`config.mk`:
```
export PLATFORM = sky130hd
export DESIGN_NAME = boot_overlay_decoder
export DESIGN_NICKNAME = d
export VERILOG_FILES = /design/src/rtl/boot_dec_pkg.sv /design/src/rtl/ctrl_latch.sv /design/src/rtl/io_decode.sv /design/src/rtl/mem_decode.sv /design/src/rtl/boot_overlay_decoder.sv
export SDC_FILE = /design/constraint.sdc
export NUM_CORES = 1
export LEC_CHECK = 0
export BUFFER_PORTS_ARGS = -buffer_cell sky130_fd_sc_hd__buf_2
export CAP_MARGIN = 20
export CORE_UTILIZATION = 30
export DETAILED_ROUTE_END_ITERATION = 8
export PLACE_DENSITY_LB_ADDON = 0.05
export SYNTH_ARGS = -nofsm -noshare
export SYNTH_HDL_FRONTEND = slang
export SYNTH_HIERARCHICAL = 1
export SYNTH_SLANG_ARGS = --single-unit
```
`constraint.sdc`:
```
create_clock -name clk_i -period 2.5 [get_ports clk_i]
set_input_delay 0.625 -clock clk_i [delete_from_list [all_inputs] [get_ports clk_i]]
set_output_delay 0.625 -clock clk_i [all_outputs]
set_load 0.01 [all_outputs]
```
`src/rtl/boot_dec_pkg.sv`:
```
package boot_dec_pkg;
  typedef enum logic [1:0] {
    REG_NONE = 2'd0,
    REG_RAM  = 2'd1,
    REG_ROM  = 2'd2
  } region_e;
endpackage

```
`src/rtl/ctrl_latch.sv`:
```
module ctrl_latch #(
  parameter int WIDTH = 8,
  localparam int IDX_W = $clog2(WIDTH)
) (
  input  logic             clk_i,
  input  logic             rst_ni,
  input  logic             we_i,
  input  logic [IDX_W-1:0] idx_i,
  input  logic             val_i,
  output logic [WIDTH-1:0] q_o
);
  for (genvar b = 0; b < WIDTH; b++) begin : g_bit
    always_ff @(posedge clk_i or negedge rst_ni) begin
      if (!rst_ni)                         q_o[b] <= 1'b0;
      else if (we_i && idx_i == IDX_W'(b)) q_o[b] <= val_i;
    end
  end
endmodule

```
`src/rtl/io_decode.sv`:
```
module io_decode #(
  parameter int CTRL_PORT = 8'hFF,
  parameter int DEV_BASE  = 8'hF0,
  parameter int DEV_SPAN  = 8
) (
  input  logic [7:0] port_i,
  output logic       ctrl_hit_o,
  output logic       dev_hit_o
);
  localparam int DEV_END = DEV_BASE + DEV_SPAN;

  assign ctrl_hit_o = (port_i == 8'(CTRL_PORT));
  assign dev_hit_o  = (int'(port_i) >= DEV_BASE) && (int'(port_i) < DEV_END);
endmodule

```
`src/rtl/mem_decode.sv`:
```
module mem_decode
  import boot_dec_pkg::*;
#(
  parameter bit RAM_64K = 1'b1,
  parameter int ADDR_W  = 16,
  parameter int SEG_AW  = 11,
  localparam int PAGE_W = ADDR_W - SEG_AW,
  localparam int ROM_AW = SEG_AW + 1
) (
  input  logic [ADDR_W-1:0] addr_i,
  input  logic              boot_n_i,
  input  logic              start_n_i,
  output region_e           region_o,
  output logic [ROM_AW-1:0] rom_addr_o
);
  localparam logic [PAGE_W-1:0] MON_PAGE  = {PAGE_W{1'b1}};
  localparam logic [PAGE_W-1:0] BOOT_PAGE = MON_PAGE - PAGE_W'(2);

  logic [PAGE_W-1:0] page;
  logic mon_hit, win_hit, low_hit, rom_hit, ram_span;

  assign page    = addr_i[ADDR_W-1:SEG_AW];
  assign mon_hit = (page == MON_PAGE);
  assign win_hit = (page == BOOT_PAGE) && !boot_n_i;
  assign low_hit = (page == '0) && !boot_n_i && !start_n_i;
  assign rom_hit = mon_hit || win_hit || low_hit;

  if (RAM_64K) begin : g_ram_full
    assign ram_span = 1'b1;
  end else begin : g_ram_half
    assign ram_span = !addr_i[ADDR_W-1];
  end

  always_comb begin
    if (rom_hit)       region_o = REG_ROM;
    else if (ram_span) region_o = REG_RAM;
    else               region_o = REG_NONE;
  end

  assign rom_addr_o = {mon_hit, addr_i[SEG_AW-1:0]};
endmodule

```
`src/rtl/boot_overlay_decoder.sv`:
```
module boot_overlay_decoder
  import boot_dec_pkg::*;
#(
  parameter bit RAM_64K   = 1'b1,
  parameter int LATCH_W   = 8,
  parameter int BOOT_BIT  = 3,
  parameter int START_BIT = 5,
  parameter int CTRL_PORT = 8'hFF,
  parameter int DEV_BASE  = 8'hF0,
  parameter int DEV_SPAN  = 8,
  parameter int SEG_AW    = 11,
  localparam int IDX_W    = $clog2(LATCH_W),
  localparam int ROM_AW   = SEG_AW + 1
) (
  input  logic              clk_i,
  input  logic              rst_ni,
  input  logic [15:0]       addr_i,
  input  logic              io_i,
  input  logic              rd_i,
  input  logic              wr_i,
  input  logic [IDX_W:0]    data_i,
  output logic              ram_sel_o,
  output logic              ram_we_o,
  output logic              rom_sel_o,
  output logic [ROM_AW-1:0] rom_addr_o,
  output logic              zero_rd_o
);
  logic [LATCH_W-1:0] ctrl_q;
  logic ctrl_hit, dev_hit, ctrl_we;
  region_e region;

  io_decode #(
    .CTRL_PORT(CTRL_PORT), .DEV_BASE(DEV_BASE), .DEV_SPAN(DEV_SPAN)
  ) u_io (
    .port_i    (addr_i[7:0]),
    .ctrl_hit_o(ctrl_hit),
    .dev_hit_o (dev_hit)
  );

  assign ctrl_we = io_i && wr_i && ctrl_hit;

  // index and value arrive inverted on the data bus
  ctrl_latch #(.WIDTH(LATCH_W)) u_latch (
    .clk_i (clk_i),
    .rst_ni(rst_ni),
    .we_i  (ctrl_we),
    .idx_i (~data_i[IDX_W-1:0]),
    .val_i (~data_i[IDX_W]),
    .q_o   (ctrl_q)
  );

  mem_decode #(.RAM_64K(RAM_64K), .ADDR_W(16), .SEG_AW(SEG_AW)) u_mem (
    .addr_i    (addr_i),
    .boot_n_i  (ctrl_q[BOOT_BIT]),
    .start_n_i (ctrl_q[START_BIT]),
    .region_o  (region),
    .rom_addr_o(rom_addr_o)
  );

  logic mem_cyc;
  assign mem_cyc   = !io_i && (rd_i || wr_i);
  assign ram_sel_o = mem_cyc && (region == REG_RAM);
  assign ram_we_o  = ram_sel_o && wr_i;
  assign rom_sel_o = !io_i && rd_i && (region == REG_ROM);
  assign zero_rd_o = rd_i && (io_i ? !dev_hit : (region == REG_NONE));
endmodule

```
==> results of run 1 <==
==> power by group through the flow <==
| stage | Combinational [uW] | Clock (uW) | Sequential (uW) |
|---|---|---|---|
| after floorplan | 33.0 | 0 | 33.2 |
| after global placement | 50.4 | 0 | 33.3 |
| after detailed placement | 50.2 | 0 | 33.3 |
| after CTS | 50.3 | 77.6 | 32.9 |
| after global routing | 59.9 | 80.3 | 32.9 |
| final | 54.9 | 74.9 | 32.9 |
==> metal layers <==
layer  up-vias  global-route usage [%]  share of wire [%]
met4         0                    10.6                1.3
met1       163                    11.3                 42
li1        196                       -                  -
met2        20                    17.4                 46
met3         4                    4.38                 10
met5         -                       0                  0
==> how the worst max path moves through the flow <==
stage	start	end	slack, ps
after global routing	addr_i[14]	zero_rd_o	3
after floorplan	addr_i[13]	zero_rd_o	250
after CTS	addr_i[13]	zero_rd_o	30
after global placement	addr_i[13]	zero_rd_o	40
final	addr_i[14]	zero_rd_o	60
after detailed placement	addr_i[11]	zero_rd_o	30
==> critical path, delay by kind of cell <==
kind | cells | cell delay, ps
AOI/OAI and AO/OA | 2 | 170
and+or+nand+nor | 2 | 790
buffers and inverters | 2 | 240
==> timing repair <==
action,CTS,global route
setup endpoints to repair,0,1
setup buffers,0,1
gates resized for setup,0,8
==> metrics by stage <==
stage	total power [uW]	std cells	utilization [%]
5_1_grt	173	82	50.7
4_1_cts	161	81	46.9
3_3_place_gp	83.7	78	44.7
6_report	163	82	50.7
3_5_place_dp	83.5	78	44.7
2_1_floorplan	66.3	43	-
==> layout make-up <==
type,instances,share of cell area [%]
repair buffers,36,40.0
multi-input cells,23,38.8
well taps,13,3.19
clock buffers,3,4.42
flip-flops and latches,2,9.83
inverters,5,3.69
==> run summary, run 1 <==
Post-Place Setup Slack = 29.7 ps
Worst-margin pin slew = 265 ps
CP endpoint kind = output pin
Sw Ratio = 28.6%
Net load switching power = 46.5 uW
Hold Slack = 170 ps
FF+latch area = 50.0 sq um
Final ANT Viol Nets = 0
Top Registers = u_latch/q_o: 2 flops
Seq pwr share = 20.2%
Final Max Slew Viols = 0
DR WL/cell = 9.28 um
DR vias/cell = 4.67
Reg with most FFs = u_latch/q_o
CTS Sinks = 2
Leak Pwr = 0.000284 uW
CTS H-tree depth = 1
Num CTS Buffers = 3
Vias = 383
Mapped cell area = 353 sq um
Largest register FFs = 2
Commonest non-fill, non-tap cell in the layout = buf_2
Cell area after placement = 449 sq um
PwrDens = 320 nW/um^2
Crit Path Class = input port to output pin
R2R Path Start = u_latch/q_o[3]
DRC Markers = 0
Clock share of power = 46.1%
Total routed wirelength = 761 um
Slew HR = 82.3%
Die height = 36.3 um
Setup WS post-layout = 61.3 ps
Final setup vio count = 0
Worst Path Max Fanout = 2
Maximum clock path buffer count = 2
Placer Congestion = 0.652
IO Port Bufs = 34
Worst Hold Class = input port to asynchronous set/reset pin
Layout Skew = 0 ps
Starting Density = 35.1%
Vias in the first global route = 282
First DRT Iteration DRCs = 3
Required @ worst endpoint = 1880 ps
Die width = 36.3 um
CP peak stage delay = 510 ps
R2R Path End = u_latch/q_o[3]
Minimum clock period = 2440 ps
Final cycle utilization of the critical path = 97.5%
Max Cap Viol = 0
Ant diodes = 0
Post-CTS Hold Buffers = 0
Worst-Skew Late Latency = 230 ps
Antenna violations before repair = 0
Cells after Synth = 43
Largest net degree at the start of global routing = 7
CP max stage cell = or4b_1
Fin area = 509 sq um
Grt ovf = 0
Global-route wire length before repair = 1.02 mm
Internal power = 116 uW
Startpoint types = input port
Status = finished clean
Area growth, synth to finish = 44.3%
Critical path arrival = 1810 ps
Fraction of layout cells with a size suffix above 1 = 69.6%
R2R depth = 1
Root Driver = clkbuf_4
R2r setup slk = 1700 ps
Post-route setup TNS = 0 ps
FMAX = 410 MHz
Row count = 11
GRT Util Overall = 11.3%
Max VDD drop = 0.229 mV
Clock slew at reported path FFs = 40 ps
Leading cell types in the layout, fill and taps excluded = 31 x buf_2, 5 x inv_1, 4 x nor2_1
Synthesis Warnings = 6
Core Region = 1000 sq um
Area occupied by multi-input gates = 198 sq um
Total I/O pin count = 41
Number of fill cells in the layout = 111
Combinational share of power = 33.7%
Final #Nets = 96
Total die area = 1320 sq um
Syn Nets = 68
Post-DP HPWL = 638 um
First-pass detailed-route iteration total = 2
Count of final hold-check violations = 0
RSZ-0062 raised after global routing = true
Syn Area/Cell = 8.21 sq um
Crit-path cells = buf_8, nor4_4, a2bb2oi_2, or4b_1, o21ai_1, buf_2
CTS tree = built
(Power assumes the default switching activity.)
==> inputs of run 2 (changes only) <==
--- a/config.mk
+++ b/config.mk
@@ -8,6 +8,7 @@
 export BUFFER_PORTS_ARGS = -buffer_cell sky130_fd_sc_hd__buf_2
 export CAP_MARGIN = 20
 export CORE_UTILIZATION = 30
+export CTS_CLUSTER_DIAMETER = 30
 export DETAILED_ROUTE_END_ITERATION = 8
 export PLACE_DENSITY_LB_ADDON = 0.05
 export SYNTH_ARGS = -nofsm -noshare
==> constraint.sdc (replaced) <==
create_clock -name clk_i -period 2 [get_ports clk_i]
set_input_delay 0.5 -clock clk_i [delete_from_list [all_inputs] [get_ports clk_i]]
set_output_delay 0.5 -clock clk_i [all_outputs]
set_load 0.01 [all_outputs]
==> run 2 against run 1 <==
  * The flow now finishes with violations (negative setup slack)
  * Critical endpoint unchanged
  * Non-clock buffer count is 2 higher
  * Global-route usage rose by 1.3 points
  * Die area is the same
  * Total power increased by 24%
  * Register-to-register slack got worse by 490 ps
==> run summary, run 2 (synthesis results as in run 1) <==
Status = complete, but fails checks
Failing checks = negative setup slack
Area growth, synth to finish = 53.9%
Setup WS post-layout = -192 ps (-253 ps)
CTS Sinks = 2 (unchanged)
Maximum clock path buffer count = 2 (unchanged)
Vias = 390 (+1.8%)
RSZ-0062 raised after global routing = true
Fin area = 543 sq um (+6.6%)
Top Registers = u_latch/q_o: 2 flops
Worst-Skew Late Latency = 220 ps (about the same)
Row count = 11 (unchanged)
Worst-margin pin slew = 236 ps (-28.8 ps)
Seq pwr share = 20.5% (+0.3 points)
First-pass detailed-route iteration total = 3 (+1)
Clock share of power = 42.0% (-4.1 points)
Max Cap Viol = 0 (unchanged)
First DRT Iteration DRCs = 4 (+1)
Core Region = 1000 sq um (unchanged)
Largest net degree at the start of global routing = 7 (unchanged)
Commonest non-fill, non-tap cell in the layout = buf_2
CP startpoint = addr_i[13]
Final #Nets = 98 (+2.1%)
Final setup vio count = 3 (+3)
Post-DP HPWL = 669 um (+4.7%)
Minimum clock period = 2190 ps
Post-Place Setup Slack = -233 ps (-263 ps)
Count of final hold-check violations = 0 (unchanged)
Internal power = 149 uW (+28%)
Ant diodes = 0 (unchanged)
Final Max Slew Viols = 0 (unchanged)
Fraction of layout cells with a size suffix above 1 = 71.8% (+2.3 points)
Layout Skew = 0 ps (unchanged)
Vias in the first global route = 325 (+15%)
Die width = 36.3 um (unchanged)
Required @ worst endpoint = 1500 ps (-380 ps)
Startpoint types = input port
Die height = 36.3 um (unchanged)
Starting Density = 35.1% (unchanged)
Combinational share of power = 37.5% (+3.8 points)
CTS H-tree depth = 1 (unchanged)
Max VDD drop = 0.378 mV (+65%)
Worst Path Max Fanout = 2 (unchanged)
Leading cell types in the layout, fill and taps excluded = 31 x buf_2, 5 x inv_1, 4 x nor2_1, 4 x buf_4
Root Driver = clkbuf_4
DRC Markers = 0 (unchanged)
Largest register FFs = 2 (unchanged)
Crit Path Class = input port to output pin
Reg with most FFs = u_latch/q_o
Global-route wire length before repair = 1.23 mm (+20%)
Total die area = 1320 sq um (unchanged)
Antenna violations before repair = 0 (unchanged)
Critical path arrival = 1690 ps (-120 ps)
Leak Pwr = 0.000304 uW (+7.0%)
DR vias/cell = 4.64 (-0.60%)
Grt ovf = 0 (unchanged)
Placer Congestion = 0.669 (+2.6%)
Clock slew at reported path FFs = 30 ps (about the same)
Hold Slack = 60.1 ps (-110 ps)
CP endpoint kind = output pin
FMAX = 456 MHz
Design Power = 201 uW (+24%)
Slew HR = 84.1% (+1.8 points)
Num CTS Buffers = 3 (unchanged)
Net load switching power = 52.0 uW (+12%)
Final ANT Viol Nets = 0 (unchanged)
Total I/O pin count = 41 (unchanged)
Final cycle utilization of the critical path = 110%
Sw Ratio = 25.9% (-2.7 points)
PwrDens = 370 nW/um^2 (+16%)
R2R Path Start = u_latch/q_o[3]
CTS tree = built
Total routed wirelength = 800 um (+5.1%)
DR WL/cell = 9.52 um (+2.6%)
Cell area after placement = 472 sq um (+5.0%)
IO Port Bufs = 34 (unchanged)
Worst Hold Class = input port to asynchronous set/reset pin
GRT Util Overall = 12.5% (+1.3 points)
[run 2: cell count changes in the layout (fill, tap and decap cells not counted), sizes merged]
cell,before,now
buf,36,38
[run 2: final cells by class]
class	count	area, sq um
Tap cell	13	16.3
Fill cell	115	462
Inverter	5	18.8
Sequential cell	2	50.0
Clock buffer	3	22.5
Multi-Input combinational cell	23	213
Timing Repair Buffer	38	223
[run 2: metal layers]
metal  vias up  GRT usage, %  part of all wire, %
li1        199             -                    -
met1       169          14.3                   41
met2        18          22.3                   49
met3         4          2.50                  8.8
met4         0          4.81                  1.3
met5         -             0                    0
[run 2: worst max-delay path: stages]
cell	delay, ps
buf_8	100
nor4_4	290
a2bb2oi_2	90
or4b_1	490
o21ai_1	80
buf_2	140
[run 2: metrics by stage]
stage | utilization, % | std cells | setup TNS, ps
final | 54.0 | 84 | -286
after global routing | 54.0 | 84 | -532
after CTS | 52.8 | 84 | -316
after detailed placement | 46.9 | 81 | -342
after global placement | 46.9 | 81 | -317
after floorplan | - | 43 | 0
[run 2: power groups by stage]
| stage | Combinational (uW) | Clock [uW] | Sequential (uW) |
|---|---|---|---|
| 4_1_cts | 72.3 | 87.3 | 41.2 |
| 2_1_floorplan | 41.3 | 0 | 41.6 |
| 5_1_grt | 81.9 | 89.8 | 41.2 |
| 6_report | 75.5 | 84.3 | 41.2 |
| 3_3_place_gp | 66.3 | 0 | 41.6 |
| 3_5_place_dp | 66.3 | 0 | 41.6 |
[run 2: timing repair]
item	in CTS	in global routing
hold buffers	0	0
setup endpoints to repair	4	4
resized for setup	7	2
pin swaps	4	4
buffers inserted	1	0
cloned	0	0
[run 2: final timing paths]
kind / endpoint / slack [ps] / cells past startpoint
worst min-delay path: u_latch/q_o[3] / 60 / 1
worst max-delay path: zero_rd_o / -190 / 6
worst min register to register: u_latch/q_o[5] / 580 / 1
max in group asynchronous: u_latch/q_o[5] / 1840 / 1
worst max register to register: u_latch/q_o[3] / 1210 / 1
min in group clk_i: u_latch/q_o[5] / 580 / 1
==> inputs of run 3 (changes only) <==
--- a/config.mk
+++ b/config.mk
@@ -7,7 +7,9 @@
 export LEC_CHECK = 0
 export BUFFER_PORTS_ARGS = -buffer_cell sky130_fd_sc_hd__buf_2
 export CAP_MARGIN = 20
-export CORE_UTILIZATION = 30
+export CELL_PAD_IN_SITES_DETAIL_PLACEMENT = 1
+export CELL_PAD_IN_SITES_GLOBAL_PLACEMENT = 2
+export CORE_UTILIZATION = 21
 export CTS_CLUSTER_DIAMETER = 30
 export DETAILED_ROUTE_END_ITERATION = 8
 export PLACE_DENSITY_LB_ADDON = 0.05
==> run 3 against run 2 <==
  * The flow still finishes with violations (negative setup slack)
  * Critical path type unchanged
  * Sequential power is essentially flat
  * Non-clock buffer count increased by 1
  * Clock-buffer cell count did not move
  * Die area rose by 40%
  * Combinational power rose by 4.0%
  * Sequential cell count is the same
  * Total power is 3.2% higher
  * Clock skew stayed put
  * Global-route usage down 0.18 points
  * Via count is 4.1% higher
  * First-iteration DRC count fell by 100%
  * Largest cell class unchanged
  * Highest routed layer unchanged
  * Utilization down 18 points
==> run summary, run 3 (synthesis results as in run 1) <==
Setup WS post-layout = -228 ps (-35.8 ps)
CTS Sinks = 2 (unchanged)
FMAX = 449 MHz (-1.6%)
Ant diodes = 0 (unchanged)
Die width = 43.0 um (+18%)
Post-DP HPWL = 792 um (+18%)
Layout Skew = 0 ps (unchanged)
Required @ worst endpoint = 1500 ps (about the same)
Status = complete, but fails checks
First-pass detailed-route iteration total = 1 (-2)
Design Power = 207 uW (+3.2%)
Post-CTS Hold Buffers = 0 (unchanged)
DR vias/cell = 4.61 (-0.63%)
CP max stage cell = or4b_1
First DRT Iteration DRCs = 0 (-4)
Area occupied by multi-input gates = 219 sq um (+2.9%)
Starting Density = 22.9% (-12 points)
Antenna violations before repair = 0 (unchanged)
DR WL/cell = 12.0 um (+26%)
Largest net degree at the start of global routing = 7 (unchanged)
Root Driver = clkbuf_4
Net load switching power = 57.1 uW (+9.8%)
Row count = 14 (+3)
Placed Instances = 82 (+1.2%)
Internal power = 150 uW (+0.88%)
Clock slew at reported path FFs = 30 ps (about the same)
Final #Nets = 99 (+1.0%)
IO Port Bufs = 34 (unchanged)
Total I/O pin count = 41 (unchanged)
Global-route wire length before repair = 1.68 mm (+37%)
Number of fill cells in the layout = 207 (+80%)
Maximum clock path buffer count = 2 (unchanged)
Vias in the first global route = 396 (+22%)
Final ANT Viol Nets = 0 (unchanged)
PwrDens = 373 nW/um^2 (+0.64%)
CTS tree = built
Total die area = 1850 sq um (+40%)
Max VDD drop = 0.267 mV (-29%)
Final cycle utilization of the critical path = 111% (+1.8 points)
Worst-margin pin slew = 252 ps (+15.2 ps)
Grt ovf = 0 (unchanged)
Leading cell types in the layout, fill and taps excluded = 31 x buf_2, 5 x inv_1, 5 x buf_4, 4 x nor2_1
CTS H-tree depth = 1 (unchanged)
Minimum clock period = 2230 ps (+35.8 ps)
Seq pwr share = 19.8% (-0.7 points)
Leak Pwr = 0.000312 uW (+2.6%)
Combinational share of power = 37.8% (+0.3 points)
Area growth, synth to finish = 57.8%
Placer Congestion = 0.600 (-10%)
Sw Ratio = 27.5% (+1.7 points)
Final Max Slew Viols = 0 (unchanged)
Final setup vio count = 3 (unchanged)
Clock share of power = 42.3% (+0.3 points)
Top Registers = u_latch/q_o: 2 flops
Startpoint types = input port
Core Region = 1540 sq um (+53%)
Crit Path Class = input port to output pin
CP peak stage delay = 510 ps (+20 ps)
Count of final hold-check violations = 0 (unchanged)
Commonest non-fill, non-tap cell in the layout = buf_2
Failing checks = negative setup slack
Critical path arrival = 1730 ps (+40 ps)
Worst Hold Class = input port to asynchronous set/reset pin
Vias = 406 (+4.1%)
Crit-path cells = buf_6, nor4_4, a2bb2oi_2, or4b_1, o21ai_1, buf_2
Reg with most FFs = u_latch/q_o
Max Cap Viol = 0 (unchanged)
RSZ-0062 raised after global routing = true
Slew HR = 83.1% (-1.0 points)
FF+latch area = 50.0 sq um (unchanged)
DRC Markers = 0 (unchanged)
Worst Path Max Fanout = 2 (unchanged)
Num CTS Buffers = 3 (unchanged)
Worst-Skew Late Latency = 220 ps (about the same)
Fraction of layout cells with a size suffix above 1 = 73.6% (+1.8 points)
Hold Slack = 56.1 ps (-4.02 ps)
Total routed wirelength = 1.06 mm (+32%)
CP endpoint kind = output pin
GRT Util Overall = 12.4% (-0.18 points)
Final Non-Filler Cells = 88 (+4.8%)
Largest register FFs = 2 (unchanged)
Die height = 43.0 um (+18%)
-- run 3: routing by layer --
| layer | share of wire (%) | track usage (%) | wire length (um) | up-vias |
|---|---|---|---|---|
| li1 | - | - | - | 203 |
| met1 | 38 | 14.4 | 400 | 181 |
| met2 | 54 | 19.1 | 573 | 20 |
| met3 | 7.3 | 2.98 | 77 | 2 |
| met4 | 0.47 | 9.70 | 5 | 0 |
| met5 | 0 | 0 | 0 | - |
-- run 3: cell type report --
| class | instances | share of cell area, % |
|---|---|---|
| Clock buffer | 3 | 4.04 |
| Sequential cell | 2 | 8.99 |
| Inverter | 5 | 3.37 |
| Multi-Input combinational cell | 23 | 39.3 |
| Tap cell | 16 | 3.60 |
| Timing Repair Buffer | 39 | 40.7 |
-- run 3: final timing paths --
| check | from | cells past startpoint | slack [ps] | to |
|---|---|---|---|---|
| worst max register to register | u_latch/q_o[3] | 2 | 1080 | u_latch/q_o[3] |
| max in group asynchronous | rst_ni | 1 | 1850 | u_latch/q_o[5] |
| worst min-delay path | rst_ni | 1 | 60 | u_latch/q_o[3] |
| worst min register to register | u_latch/q_o[5] | 1 | 580 | u_latch/q_o[5] |
| worst max-delay path | addr_i[14] | 6 | -230 | zero_rd_o |
| min in group clk_i | u_latch/q_o[5] | 1 | 580 | u_latch/q_o[5] |
-- run 3: critical path, delay by kind of cell --
family,cells,cell delay [ps]
compound gates,2,180
buf+inv,2,230
simple gates,2,810
-- run 3: power by group through the flow --
stage	Sequential (uW)	Clock (uW)	Combinational (uW)
3_5_place_dp	41.6	0	65.2
6_report	41.2	87.8	78.5
2_1_floorplan	41.6	0	41.3
4_1_cts	41.1	95.1	74.6
3_3_place_gp	41.6	0	65.3
5_1_grt	41.1	96.4	86.1
-- run 3: timing repair --
item,CTS,global route
setup buffers,3,0
pin swaps,4,0
setup endpoints to repair,4,4
gates resized for setup,8,3
-- run 3: per-stage QoR --
step | worst slack (ps) | instance area [sq um] | TNS, ps | utilization, %
global route | -315 | 557 | -736 | 36.1
global placement | -247 | 460 | -367 | 29.9
finish | -228 | 557 | -446 | 36.1
detailed placement | -249 | 460 | -322 | 29.9
CTS | -230 | 542 | -359 | 35.1
floorplan | 3.94 | 353 | 0 | -
